==> src/rtl/tsw_pkg.sv <==
package tsw_pkg;
   typedef enum logic [2:0] {
      K_CALL = 3'd0,
      K_JUMP = 3'd1,
      K_INTR = 3'd2,
      K_EXCP = 3'd3,
      K_RETN = 3'd4
   } kind_e;

   typedef enum logic [2:0] {
      ST_OK        = 3'd0,
      ST_SELF      = 3'd1,
      ST_NOGATE    = 3'd2,
      ST_BUSY      = 3'd3,
      ST_NOTNESTED = 3'd4,
      ST_BADGATE   = 3'd5
   } stat_e;

   typedef enum logic [3:0] {
      S_IDLE, S_GATE, S_LINKRD, S_CHECK, S_SAVE, S_LOAD, S_LINKWR, S_FIN
   } state_e;

   localparam int CTX_WORDS = 8;
   localparam int LINK_OFS  = 8;
   localparam int FLAGS_POS = 1;

   function automatic logic kind_links(kind_e k);
      return (k == K_CALL) || (k == K_INTR) || (k == K_EXCP);
   endfunction
endpackage

==> src/rtl/tsw_sel_decode.sv <==
module tsw_sel_decode #(
   parameter int SEL_W     = 16,
   parameter int IDX_W     = 4,
   parameter int ADDR_W    = 10,
   parameter int GATE_BASE = 512
) (
   input  logic [SEL_W-1:0]  sel,
   output logic              is_gate,
   output logic [IDX_W-1:0]  idx,
   output logic [ADDR_W-1:0] gate_addr
);
   logic unused_mid;

   assign is_gate   = sel[SEL_W-1];
   assign idx       = sel[IDX_W-1:0];
   assign gate_addr = ADDR_W'(GATE_BASE) + ADDR_W'(idx);
   assign unused_mid = ^sel[SEL_W-2:IDX_W];
endmodule

==> src/rtl/tsw_busy_map.sv <==
module tsw_busy_map #(
   parameter int IDX_W     = 4,
   parameter int INIT_TASK = 0
) (
   input  logic             clk,
   input  logic             rst_n,
   input  logic             set_en,
   input  logic [IDX_W-1:0] set_idx,
   input  logic             clr_en,
   input  logic [IDX_W-1:0] clr_idx,
   input  logic [IDX_W-1:0] q_idx,
   output logic             q_busy
);
   localparam int NTASK = 1 << IDX_W;

   logic [NTASK-1:0] bits_q;

   for (genvar t = 0; t < NTASK; t++) begin : g_task
      always_ff @(posedge clk) begin
         if (!rst_n)
            bits_q[t] <= (t == INIT_TASK);
         else if (set_en && set_idx == IDX_W'(t))
            bits_q[t] <= 1'b1;
         else if (clr_en && clr_idx == IDX_W'(t))
            bits_q[t] <= 1'b0;
      end
   end

   assign q_busy = bits_q[q_idx];
endmodule

==> src/rtl/tsw_ctx_file.sv <==
module tsw_ctx_file #(
   parameter int DATA_W    = 32,
   parameter int WORDS     = 8,
   parameter int FLAGS_POS = 1,
   parameter int NT_BIT    = 14
) (
   input  logic                     clk,
   input  logic                     rst_n,
   input  logic                     wr_en,
   input  logic [$clog2(WORDS)-1:0] wr_idx,
   input  logic [DATA_W-1:0]        wr_data,
   input  logic                     set_nt,
   output logic [WORDS*DATA_W-1:0]  ctx_o
);
   localparam int WI_W = $clog2(WORDS);

   for (genvar w = 0; w < WORDS; w++) begin : g_word
      logic [DATA_W-1:0] q;
      if (w == FLAGS_POS) begin : g_flags
         always_ff @(posedge clk) begin
            if (!rst_n)
               q <= '0;
            else if (wr_en && wr_idx == WI_W'(w))
               q <= wr_data;
            else if (set_nt)
               q[NT_BIT] <= 1'b1;
         end
      end else begin : g_plain
         always_ff @(posedge clk) begin
            if (!rst_n)
               q <= '0;
            else if (wr_en && wr_idx == WI_W'(w))
               q <= wr_data;
         end
      end
      assign ctx_o[w*DATA_W +: DATA_W] = q;
   end
endmodule

==> src/rtl/tsw_seq.sv <==
module tsw_seq
   import tsw_pkg::*;
#(
   parameter int DATA_W    = 32,
   parameter int SEL_W     = 16,
   parameter int IDX_W     = 4,
   parameter int SEG_SHIFT = 4,
   parameter int ADDR_W    = 10,
   parameter int GATE_BASE = 512,
   parameter int NT_BIT    = 14,
   parameter int INIT_TASK = 0
) (
   input  logic                        clk,
   input  logic                        rst_n,
   input  logic                        req_valid,
   input  logic [2:0]                  req_kind,
   input  logic [SEL_W-1:0]            req_sel,
   input  logic [CTX_WORDS*DATA_W-1:0] cur_ctx_i,
   output logic                        busy_o,
   output logic                        done_o,
   output logic [2:0]                  status_o,
   output logic [SEL_W-1:0]            task_reg_o,
   output logic [CTX_WORDS*DATA_W-1:0] ctx_o,
   output logic                        mem_rd_o,
   output logic                        mem_we_o,
   output logic [ADDR_W-1:0]           mem_addr_o,
   output logic [DATA_W-1:0]           mem_wdata_o,
   input  logic [DATA_W-1:0]           mem_rdata_i
);
   localparam int CNT_W = $clog2(CTX_WORDS);
   localparam int NTASK = 1 << IDX_W;
   localparam int SEG_SPAN = NTASK << SEG_SHIFT;

   if (SEG_SHIFT < 4) begin : g_bad_shift
      $error("SEG_SHIFT must leave room for nine words per segment");
   end
   if (IDX_W >= SEL_W - 1) begin : g_bad_idx
      $error("IDX_W must be below SEL_W-1");
   end
   if (DATA_W < SEL_W || NT_BIT >= DATA_W) begin : g_bad_data
      $error("DATA_W must hold a selector and the nested flag");
   end
   if (GATE_BASE < SEG_SPAN || GATE_BASE + NTASK > (1 << ADDR_W)) begin : g_bad_map
      $error("gate table must sit above the segments and inside the address space");
   end
   if (INIT_TASK >= NTASK) begin : g_bad_init
      $error("INIT_TASK out of range");
   end

   state_e             state_q;
   kind_e              kind_q;
   stat_e              status_q;
   logic               done_q;
   logic [IDX_W-1:0]   tr_q, tgt_q, sel_idx_q;
   logic [CNT_W-1:0]   cnt_q;
   logic [CTX_WORDS*DATA_W-1:0] snap_q;

   logic               req_gate;
   logic [IDX_W-1:0]   req_idx;
   logic [ADDR_W-1:0]  req_gate_addr;
   logic [ADDR_W-1:0]  gate_addr_q;
   logic [ADDR_W-1:0]  cur_base, tgt_base;
   logic               tgt_busy;
   logic               cur_nt;
   logic               accept;
   kind_e              req_k;
   logic               fin;

   tsw_sel_decode #(
      .SEL_W(SEL_W), .IDX_W(IDX_W), .ADDR_W(ADDR_W), .GATE_BASE(GATE_BASE)
   ) u_dec (
      .sel(req_sel), .is_gate(req_gate), .idx(req_idx), .gate_addr(req_gate_addr)
   );

   assign fin = (state_q == S_FIN);

   tsw_busy_map #(.IDX_W(IDX_W), .INIT_TASK(INIT_TASK)) u_busy (
      .clk(clk), .rst_n(rst_n),
      .set_en(fin), .set_idx(tgt_q),
      .clr_en(fin && (kind_q == K_JUMP || kind_q == K_RETN)), .clr_idx(tr_q),
      .q_idx(tgt_q), .q_busy(tgt_busy)
   );

   tsw_ctx_file #(
      .DATA_W(DATA_W), .WORDS(CTX_WORDS), .FLAGS_POS(FLAGS_POS), .NT_BIT(NT_BIT)
   ) u_ctx (
      .clk(clk), .rst_n(rst_n),
      .wr_en(state_q == S_LOAD), .wr_idx(cnt_q), .wr_data(mem_rdata_i),
      .set_nt(fin && kind_links(kind_q)),
      .ctx_o(ctx_o)
   );

   assign req_k    = kind_e'(req_kind);
   assign accept   = req_valid && (state_q == S_IDLE) && (req_kind <= 3'd4);
   assign cur_nt   = cur_ctx_i[FLAGS_POS*DATA_W + NT_BIT];
   assign cur_base = ADDR_W'(tr_q) << SEG_SHIFT;
   assign tgt_base = ADDR_W'(tgt_q) << SEG_SHIFT;

   always_comb begin
      mem_rd_o    = 1'b0;
      mem_we_o    = 1'b0;
      mem_addr_o  = '0;
      mem_wdata_o = '0;
      unique case (state_q)
         S_GATE: begin
            mem_rd_o   = 1'b1;
            mem_addr_o = gate_addr_q;
         end
         S_LINKRD: begin
            mem_rd_o   = 1'b1;
            mem_addr_o = cur_base + ADDR_W'(LINK_OFS);
         end
         S_SAVE: begin
            mem_we_o    = 1'b1;
            mem_addr_o  = cur_base + ADDR_W'(cnt_q);
            mem_wdata_o = snap_q[cnt_q*DATA_W +: DATA_W];
         end
         S_LOAD: begin
            mem_rd_o   = 1'b1;
            mem_addr_o = tgt_base + ADDR_W'(cnt_q);
         end
         S_LINKWR: begin
            mem_we_o    = 1'b1;
            mem_addr_o  = tgt_base + ADDR_W'(LINK_OFS);
            mem_wdata_o = DATA_W'(tr_q);
         end
         default: ;
      endcase
   end

   always_ff @(posedge clk) begin
      if (!rst_n) begin
         state_q     <= S_IDLE;
         kind_q      <= K_JUMP;
         status_q    <= ST_OK;
         done_q      <= 1'b0;
         tr_q        <= IDX_W'(INIT_TASK);
         tgt_q       <= '0;
         sel_idx_q   <= '0;
         gate_addr_q <= '0;
         cnt_q       <= '0;
         snap_q      <= '0;
      end else begin
         done_q <= 1'b0;
         unique case (state_q)
            S_IDLE: if (accept) begin
               kind_q      <= req_k;
               snap_q      <= cur_ctx_i;
               sel_idx_q   <= req_idx;
               gate_addr_q <= req_gate_addr;
               if (req_k == K_RETN) begin
                  if (cur_nt) state_q <= S_LINKRD;
                  else begin
                     done_q   <= 1'b1;
                     status_q <= ST_NOTNESTED;
                  end
               end else if (req_gate) begin
                  state_q <= S_GATE;
               end else if (req_k == K_INTR || req_k == K_EXCP) begin
                  done_q   <= 1'b1;
                  status_q <= ST_NOGATE;
               end else begin
                  tgt_q   <= req_idx;
                  state_q <= S_CHECK;
               end
            end
            S_GATE: begin
               if (mem_rdata_i[SEL_W-1]) begin
                  done_q   <= 1'b1;
                  status_q <= ST_BADGATE;
                  state_q  <= S_IDLE;
               end else begin
                  tgt_q   <= mem_rdata_i[IDX_W-1:0];
                  state_q <= S_CHECK;
               end
            end
            S_LINKRD: begin
               tgt_q   <= mem_rdata_i[IDX_W-1:0];
               state_q <= S_CHECK;
            end
            S_CHECK: begin
               if (tgt_q == tr_q) begin
                  done_q   <= 1'b1;
                  status_q <= ST_SELF;
                  state_q  <= S_IDLE;
               end else if (tgt_busy && (kind_q == K_CALL || kind_q == K_JUMP)) begin
                  done_q   <= 1'b1;
                  status_q <= ST_BUSY;
                  state_q  <= S_IDLE;
               end else begin
                  cnt_q   <= '0;
                  state_q <= S_SAVE;
               end
            end
            S_SAVE: begin
               cnt_q <= cnt_q + 1'b1;
               if (cnt_q == CNT_W'(CTX_WORDS-1)) state_q <= S_LOAD;
            end
            S_LOAD: begin
               cnt_q <= cnt_q + 1'b1;
               if (cnt_q == CNT_W'(CTX_WORDS-1))
                  state_q <= kind_links(kind_q) ? S_LINKWR : S_FIN;
            end
            S_LINKWR: state_q <= S_FIN;
            S_FIN: begin
               tr_q     <= tgt_q;
               done_q   <= 1'b1;
               status_q <= ST_OK;
               state_q  <= S_IDLE;
            end
            default: state_q <= S_IDLE;
         endcase
      end
   end

   assign busy_o     = (state_q != S_IDLE);
   assign done_o     = done_q;
   assign status_o   = status_q;
   assign task_reg_o = SEL_W'(tr_q);
endmodule

==> config.mk <==
export PLATFORM = sky130hd
export DESIGN_NAME = tsw_seq
export DESIGN_NICKNAME = d
export VERILOG_FILES = /design/src/rtl/tsw_pkg.sv /design/src/rtl/tsw_sel_decode.sv /design/src/rtl/tsw_busy_map.sv /design/src/rtl/tsw_ctx_file.sv /design/src/rtl/tsw_seq.sv
export SDC_FILE = /design/constraint.sdc
export NUM_CORES = 1
export LEC_CHECK = 0
export CAP_MARGIN = 20
export CELL_PAD_IN_SITES_DETAIL_PLACEMENT = 1
export CELL_PAD_IN_SITES_GLOBAL_PLACEMENT = 2
export CORE_MARGIN = 2
export CORE_UTILIZATION = 27
export DETAILED_ROUTE_END_ITERATION = 8
export PLACE_DENSITY_LB_ADDON = 0.1
export SYNTH_ARGS = -nofsm -noshare
export SYNTH_HDL_FRONTEND = slang
export SYNTH_SLANG_ARGS = --single-unit
==> constraint.sdc <==
create_clock -name clk -period 3.3 [get_ports clk]
set_clock_uncertainty 0.15 [all_clocks]
set_input_delay 0.825 -clock clk [delete_from_list [all_inputs] [get_ports clk]]
set_output_delay 0.825 -clock clk [all_outputs]
set_load 0.01 [all_outputs]
# Yosys cells after proc, flatten, opt, wreduce, memory -nomap -nowiden
# Index checks and enable logic that the tools add are counted.
dict set report word_totals {
  output_inout_bits 321
  wordCells 273
  reg_bits 560
  input_bits 310
}
dict set report op_classes {
  eq_ne 68
  n_lt_le_gt_ge 2
  shift 1
  n_reduce_logical 84
  bitwise_logic 1
  muxes 77
  addsub 6
}
# op count
set ops {}
lappend ops {{indexed part select 256 x 9 -> 32 bit} 1}
lappend ops {{equality test 4 bit, second input constant} 16}
lappend ops {{one-hot mux 32 bit (2 select lines)} 1}
lappend ops {{one-hot mux 10 bit (5 select lines)} 1}
lappend ops {{equality test 4 x 3 -> 1 bit, second input constant} 12}
lappend ops {{two-way mux 4 bit} 12}
lappend ops {{logical AND 1 bit} 45}
lappend ops {{two-way mux 1 bit} 44}
lappend ops {{two-way mux 3 bit} 12}
lappend ops {{nonzero test 2 bit} 17}
lappend ops {{one-hot mux 4 bit (7 select lines)} 1}
lappend ops {{equality test 4 x 2 -> 1 bit, second input constant} 6}
lappend ops {{inequality test 2 bit, second input constant} 10}
lappend ops {{adder 8 x 3 -> 9 bit} 2}
lappend ops {{adder 8 x 4 -> 9 bit, second input constant} 2}
lappend ops {{equality test 3 x 2 -> 1 bit, second input constant} 6}
lappend ops {{equality test 3 bit, second input constant} 6}
lappend ops {{equality test 4 x 1 -> 1 bit, second input constant} 3}
lappend ops {{zero test 4 bit} 3}
lappend ops {{one-hot mux 3 bit (4 select lines)} 1}
lappend ops {{one-hot mux 4 bit (3 select lines)} 1}
lappend ops {{adder 10 x 4 -> 10 bit, first input constant} 1}
lappend ops {{inequality test 3 bit, second input constant} 3}
lappend ops {{nonzero test 4 bit} 2}
lappend ops {{other kinds (23)} 31}

# Depth between registers and ports, before layout
# Gate-level depths: netlist (run 1).
dict set report depth {
  word_depth 7
  ltp_mapped 9
  mapped_depth_nobuf 6
}

# Modules after synthesis
# From an unflattened synthesis (run 1), not the netlist that was laid out.
dict set report unflattened {
  cells_unflattened 2479
  hier_area_um2 22678.0
}
# mod area_each_um2 cells_each n_inst
set by_module_without_submodules {}
lappend by_module_without_submodules {tsw_seq 12525.8 1504 1}
lappend by_module_without_submodules {tsw_ctx_file 9211.3 871 1}
lappend by_module_without_submodules {tsw_busy_map 820.8 87 1}
lappend by_module_without_submodules {tsw_sel_decode 120.1 17 1}

# Worst setup path after synthesis (run 1)
# OpenSTA, ideal clock, no wires.
dict set report synth_timing {
  kind {flip-flop to output port}
  startpoint {register cnt_q[0]}
  endpoint {output mem_wdata_o[10]}
  n_path_buf 3
  path_slack_ns 0.644
  t_arrival_ns 1.681
  stages_incl_launch_ff 7
  path_cell_list {dfxtp_1 clkbuf_1 buf_2 buf_4 mux4_2 nand2_1 a21oi_1}
}
dict set report synth_between {
  elab_chain_cells 2
}
# item line_no
set synth_rtl {}
lappend synth_rtl {{from (decl)} tsw_seq.sv:55} ;# logic [CNT_W-1:0] cnt_q;
lappend synth_rtl {{from (signal assigned)} tsw_seq.sv:196} ;# cnt_q <= cnt_q + 1'b1;
lappend synth_rtl {{from (signal assigned)} tsw_seq.sv:200} ;# cnt_q <= cnt_q + 1'b1;
lappend synth_rtl {{indexed part select 256 x 9 -> 32 bit} tsw_seq.sv:116} ;# mem_wdata_o = snap_q[cnt_q*DATA_W +: DATA_W];
lappend synth_rtl {{one-hot mux 32 bit (2 select lines)} tsw_seq.sv:104} ;# unique case (state_q)
lappend synth_rtl {{to (decl)} tsw_seq.sv:27} ;# output logic [DATA_W-1:0] mem_wdata_o,
# Every way passes these cells.

# Worst setup path after layout (run 1)
dict set report layout_timing {
  startpoint {register cnt_q[0]}
  endpoint {output mem_wdata_o[3]}
}
# The elaborated chain is that of the path after synthesis.

==> flow_summary.ini, run 1 <==
[outcome]
status = finished, violations left
violations = setup timing

[placement]
pre_cts_slack_ps = 69.2
io_buffer_count = 606
dpl.hpwl_um = 68800
gp_congestion = 0.803
dp_cells = 4282
place_area_mm2 = 0.0293

[yosys]
ys_async_sr_fraction_pct = 0
synth-warning-count = 0
synth_top_area_share_pct = 50.2
synthCells = 2786
synthTopCellsByArea = dfxtp_1 50%, nand2_1 19%, a21oi_1 13%
synth_seq_area_share_pct = 50.2
synth-seq-cells = 554
synth_edf_count = 0
yosysUniqueCellTypes = 53
syn_area_mm2 = 0.0221
syn_avg_cell_area_um2 = 7.93
ys.flop_type = dfxtp_1
synth_top_cell_by_area = dfxtp_1

[setup_path]
worst-path-max-fanout = 7
r2r-end = u_ctx.g_word[1].q[27]
reg2reg_depth = 8
cp.arrival_ps = 2380
critPathRequiredTime_ps = 2320
worst_setup_path_start_kind = flop
reg2reg_slack_ps = 800
cp-end-kind = primary output
path_class = reg2out
rr_startpoint = state_q[1]

[timing]
fin_crit_sh_pct = 102
tightest_slew_ps = 875
setup_viol = 15
tns_ps = -278
timing.slew.headroom_pct = 41.6
final_hold_viol_count = 0
rsz0062_at_grt = true
max_freq_mhz = 298
setup_ws_ps = -59.5
min_period_ps = 3360
slew_viol_final = 0

[pwr]
power_frac_comb_pct = 12.1
p_per_area_mw_per_mm2 = 524
p_sw_w = 0.00431
leakage_nw = 11.0
p_total_w = 0.0167
peakVddDrop_mv = 0.346
p_int_w = 0.0124
power.share.switching_pct = 25.8
p_seq_share_pct = 42.8
clockPowerShare_pct = 45.1

[floorplanning]
die-area_mm2 = 0.0842
ios = 631
core-area_mm2 = 0.0808
num_rows = 104
chipWidth_um = 290
initial_utilization_pct = 27.3
die_h_um = 290

[clock_tree]
clk_latency_ps = 600
cts_sinks = 554
cts_hold_buf = 0
clk_pin_slew_worst_paths_ps = 50
numCtsBuffers = 68
cts-root-buf = clkbuf_16
clockBufferDepth = 3
tritoncts = yes
htreeDepth = 3

[hold_path]
hold_class = reg2reg
min_to = snap_q[157]
hp-start = snap_q[157]
whs_path_depth = 2

[routing]
firstDrtPassIters = 4
vias_per_cell = 4.77
drt_iter0_markers = 781
ant_nets = 0
post-route-drc-count = 0
wl_per_cell_um = 21.4
wl_um = 94800
vias = 21100

[global_routing]
antenna_found_initial = 30
track_usage_pct = 21.9
first_global_vias = 22100
grt_first_pass_wirelength_um = 140000
grt_max_degree = 165
gr-total-overflow = 0

[layout]
drive_gt1_share_pct = 11.1
n_fill_cell = 9472
fin_nets = 3624
fin_area_mm2 = 0.0319
area_growth_pct = 44.5
final_cells = 4423

[job]
cap_violations = 0
## kinds of logic (layout without fill, tap and decap cells)
logic type | after synthesis | in the layout | share of synthesized area, %
buffers and inverters | 276 | 835 | 5.42
multiplexers | 76 | 76 | 7.26
XOR/XNOR | 5 | 5 | 0.198
other | 1 | 19 | 0.0170
adder cells (fa/ha/maj) | 6 | 6 | 0.340
AND/OR/NAND/NOR | 1227 | 1227 | 21.6
flip-flops | 554 | 554 | 50.2
AO/OA/AOI/OAI | 641 | 641 | 14.9
## routing by layer
metal  up-vias  wire length, µm  global-route usage, %
met5         -              313                      0
met4        48             3650                   9.01
met3       203             5530                   6.20
met2       475            48000                   39.3
met1     10200            37300                   24.1
li1      10200                -                      -
## cell usage in the layout, fill, tap and decap left out, types with 3 or more instances in the layout
master / count
nor3_1: 5
mux2i_1: 7
ha_1: 6
buf_12: 27
nand2_2: 23
inv_1: 6
clkdlybuf4s50_1: 569
nand2b_1: 5
dfxtp_4: 3
mux4_2: 66
clkbuf_8: 19
buf_4: 66
a22oi_1: 4
bufinv_16: 3
dfxtp_1: 550
conb_1: 13
buf_2: 27
a21oi_1: 564
clkbuf_1: 22
nor2_1: 23
dlygate4sd2_1: 4
o21ai_0: 18
nand3_1: 11
diode_2: 6
o21ai_1: 7
a211oi_1: 5
clkbuf_16: 69
or2_2: 4
and3_1: 9
nand3b_1: 3
and2_1: 3
buf_6: 5
nor2b_1: 3
buf_8: 5
o21a_1: 6
nand2_4: 9
xnor2_1: 5
nand2_1: 1107
nor3b_1: 4
a21oi_2: 20
## synthesized netlist by cell type, types with 3 or more instances
master / count
or2_2: 4
a21oi_1: 583
and2_1: 3
mux4_2: 66
nand2b_1: 6
buf_4: 15
nor2_1: 24
o21ai_1: 5
and3_1: 10
a211oi_1: 5
clkbuf_1: 127
inv_1: 7
o21a_1: 6
buf_1: 40
nor2b_1: 5
dfxtp_1: 554
xnor2_1: 5
nand3b_1: 3
nand2_1: 1139
nor3b_1: 4
a22oi_1: 4
buf_2: 84
ha_1: 6
nor3_1: 5
mux2i_1: 7
nand3_1: 13
o21ai_0: 20
## repair_timing
item                       CTS  global route
setup endpoints to repair   39            37
setup buffers               11             4
gates resized for setup    210            30
gates cloned                 2             0
pin swaps                    4             7
## worst max-delay path by stage
stage              from              end  slack (ps)  cells past startpoint
3_5_place_dp   cnt_q[0]  mem_wdata_o[25]          70                      7
5_1_grt        cnt_q[0]   mem_wdata_o[3]        -170                      9
3_3_place_gp   cnt_q[0]  mem_wdata_o[25]          30                      7
6_report       cnt_q[0]   mem_wdata_o[3]         -60                      9
2_1_floorplan  cnt_q[0]  mem_wdata_o[10]         640                      6
4_1_cts        cnt_q[0]   mem_wdata_o[0]        -150                      9
## state kept, by name, summed over array words and instances, names as in the netlist
register        flops
snap_q            256
u_ctx.g_word.q    256
u_busy.bits_q      16
gate_addr_q         5
tgt_q               4
tr_q                4
cnt_q               3
kind_q              3
state_q             3
status_o            3
done_o              1
## area by class of cell
cell class	count	area, µm²	area share (%)
Sequential cell	554	11100	34.8
Multi-Input combinational cell	1968	10100	31.6
Timing Repair Buffer	706	7100	22.2
Clock buffer	110	2070	6.49
Tap cell	1060	1330	4.15
Clock inverter	9	161	0.506
Inverter	10	48.8	0.153
Antenna cell	6	15.0	0.0470
## power by group through the flow
stage,registers (W),clock network [W],logic [W]
3_5_place_dp,0.00730,0,0.00199
5_1_grt,0.00719,0.00804,0.00223
2_1_floorplan,0.00724,0,0.00112
6_report,0.00716,0.00755,0.00203
3_3_place_gp,0.00728,0,0.00196
4_1_cts,0.00716,0.00778,0.00205
## metrics by stage
stage | hold slack (ps) | util, %
after floorplan | 283 | -
after global placement | 288 | 36.3
after detailed placement | 296 | 36.3
after CTS | 304 | 39.4
after global routing | 315 | 39.5
final | 300 | 39.5
## worst max-delay path, cell delays in order, from the launching register on
cell and delay, ps:
dfxtp_4 380, buf_12 130, buf_12 140, mux4_2 510, nand2_2 110, a21oi_2 50, a21oi_1 130, buf_4 150
nor2_1 40, buf_2 140
(Power assumes the default switching activity.)
==> run 2: changes to the inputs <==
Settings changed: CORE_UTILIZATION 27 to 35, DONT_BUFFER_PORTS set to 1.
==> run 2 against run 1 <==
Effect of this change:
- the run now ends clean
- core utilization grew 0.72 points
- flip-flop and latch count unchanged
- worst setup slack improved by 110 ps
- final area is 21% lower
- combinational power down 30%
- critical endpoint is now mem_wdata_o[12]
==> flow_summary.ini, run 2 (same netlist as run 1, synthesis figures left out) <==
[pwr]
p_per_area_mw_per_mm2 = 615
p_seq_share_pct = 46.4
power_frac_comb_pct = 9.2
leakage_nw = 8.35
p_sw_w = 0.00392
p_int_w = 0.0116
power.share.switching_pct = 25.2
clockPowerShare_pct = 44.4
peakVddDrop_mv = 0.419

[timing]
final_hold_viol_count = 0
max_freq_mhz = 308
timing.slew.headroom_pct = 48.6
fin_crit_sh_pct = 98.5
slew_viol_final = 0
rsz0062_at_grt = true
tns_ps = 0
min_period_ps = 3250
tightest_slew_ps = 771
setup_viol = 0

[layout]
final_cells = 3582
area_growth_pct = 14.2
fin_nets = 2997
reg_top3 = snap_q x256, u_ctx.g_word.q x256, u_busy.bits_q x16
drive_gt1_share_pct = 10.6
mostFrequentLayoutCell = nand2_1
layout_common_cells = 1,132 x nand2_1, 572 x a21oi_1, 549 x dfxtp_1

[routing]
post-route-drc-count = 0
wl_per_cell_um = 24.4
wl_um = 87300
vias_per_cell = 5.22
drt_iter0_markers = 932
firstDrtPassIters = 5
ant_nets = 0
vias = 18700

[clock_tree]
clockBufferDepth = 3
tritoncts = yes
clk_pin_slew_worst_paths_ps = 60
clk_latency_ps = 610
cts_sinks = 554
cts-root-buf = clkbuf_16
numCtsBuffers = 61
htreeDepth = 2

[setup_path]
reg2reg_depth = 7
worst-path-max-fanout = 28
slowest_stage = a21oi_1
reg2reg_slack_ps = 750
worst_setup_path_start_kind = flop
r2r-end = u_ctx.g_word[1].q[29]
cp-end-kind = primary output
rr_startpoint = state_q[0]
critPathLaunch = state_q[2]
path_class = reg2out
crit_end = mem_wdata_o[12]
critPathRequiredTime_ps = 2320
cp.arrival_ps = 2280
critPathMaxStageDelay_ps = 460
path_cells = nand2b_1 -> or2_1 -> buf_4 -> a21oi_1

[global_routing]
track_usage_pct = 25.9
first_global_vias = 18900
grt_util_met1_pct = 28.5
top_usage_layer = met2
grt_util_met3_pct = 10.4
grt_util_met2_pct = 45.3
grt_max_degree = 109
gr-total-overflow = 0
grt_first_pass_wirelength_um = 125000
antenna_found_initial = 11

[floorplanning]
core-area_mm2 = 0.0627
die-area_mm2 = 0.0652
ios = 631
num_rows = 92
die_h_um = 255
chipWidth_um = 255
initial_utilization_pct = 35.2

[placement]
gp_congestion = 0.840
io_buffer_count = 0
dp_cells = 3446
dpl.hpwl_um = 62800

[hold_path]
hold_class = in2reg

[outcome]
status = finished, final reports clean

[job]
cap_violations = 0
-- run 2: cell types whose count changed in the layout (fill, tap and decap cells not counted), sizes merged --
| cell | previous run | this run |
|---|---|---|
| dlymetal6s2s | 1 | 0 |
| dlygate4sd2 | 4 | 0 |
| buf | 132 | 86 |
| clkbuf | 110 | 99 |
| clkinv | 5 | 10 |
| clkdlybuf4s50 | 569 | 0 |
| clkinvlp | 1 | 0 |
-- run 2: worst min path at each step --
stage / start / to / slack, ps / cells after the start
floorplan: gate_addr_q[9] / gate_addr_q[9] / 280 / 2
global placement: snap_q[18] / snap_q[18] / 290 / 2
detailed placement: snap_q[211] / snap_q[211] / 290 / 2
CTS: rst_n / u_busy.bits_q[0] / 110 / 1
global route: rst_n / u_busy.bits_q[0] / 120 / 1
finish: rst_n / u_busy.bits_q[0] / 150 / 1
-- run 2: metrics by stage --
stage	utilization [%]	setup WS (ps)	instance area, µm²	total power [W]	hold slack [ps]
6_report	40.2	48.4	25200	0.0155	147
5_1_grt	40.2	-88.7	25200	0.0162	119
4_1_cts	40.1	-28.3	25200	0.0157	107
3_5_place_dp	36.5	515	22900	0.00877	294
3_3_place_gp	36.5	506	22900	0.00871	290
2_1_floorplan	-	644	22100	0.00835	283
-- run 2: layout make-up --
type                    count  area (µm²)
repair buffers             86        1040
diodes                      6        15.0
clock buffers              99        1890
well taps                 846        1060
clock inverters            13         141
inverters                  10        45.0
multi-input cells        1968        9940
flip-flops and latches    554       11100
fillers                  7450       37500
-- run 2: timing repair --
action	CTS	global route
hold buffers	0	0
pin swaps	0	1
gates cloned	3	0
setup buffers	13	2
endpoints found under the setup margin	31	17
gates resized for setup	19	10
-- run 2: routing by layer --
layer  up-vias  wire length, µm
li1       8930                -
met1      9118            32500
met2       499            43200
met3       133             8720
met4        12             2780
met5         -               80
-- run 2: power groups by stage --
| stage | registers, W | clock network [W] | logic [W] |
|---|---|---|---|
| floorplan | 0.00724 | 0 | 0.00112 |
| global placement | 0.00733 | 0 | 0.00139 |
| detailed placement | 0.00735 | 0 | 0.00143 |
| CTS | 0.00720 | 0.00706 | 0.00145 |
| global route | 0.00724 | 0.00733 | 0.00160 |
| finish | 0.00720 | 0.00690 | 0.00143 |
-- run 2: critical path, delay by kind of cell, from the launching register on --
family / cells / cell delay [ps]
buffers and inverters: 1 / 260
and+or+nand+nor: 2 / 490
AOI/OAI and AO/OA: 1 / 460
DFF: 1 / 450
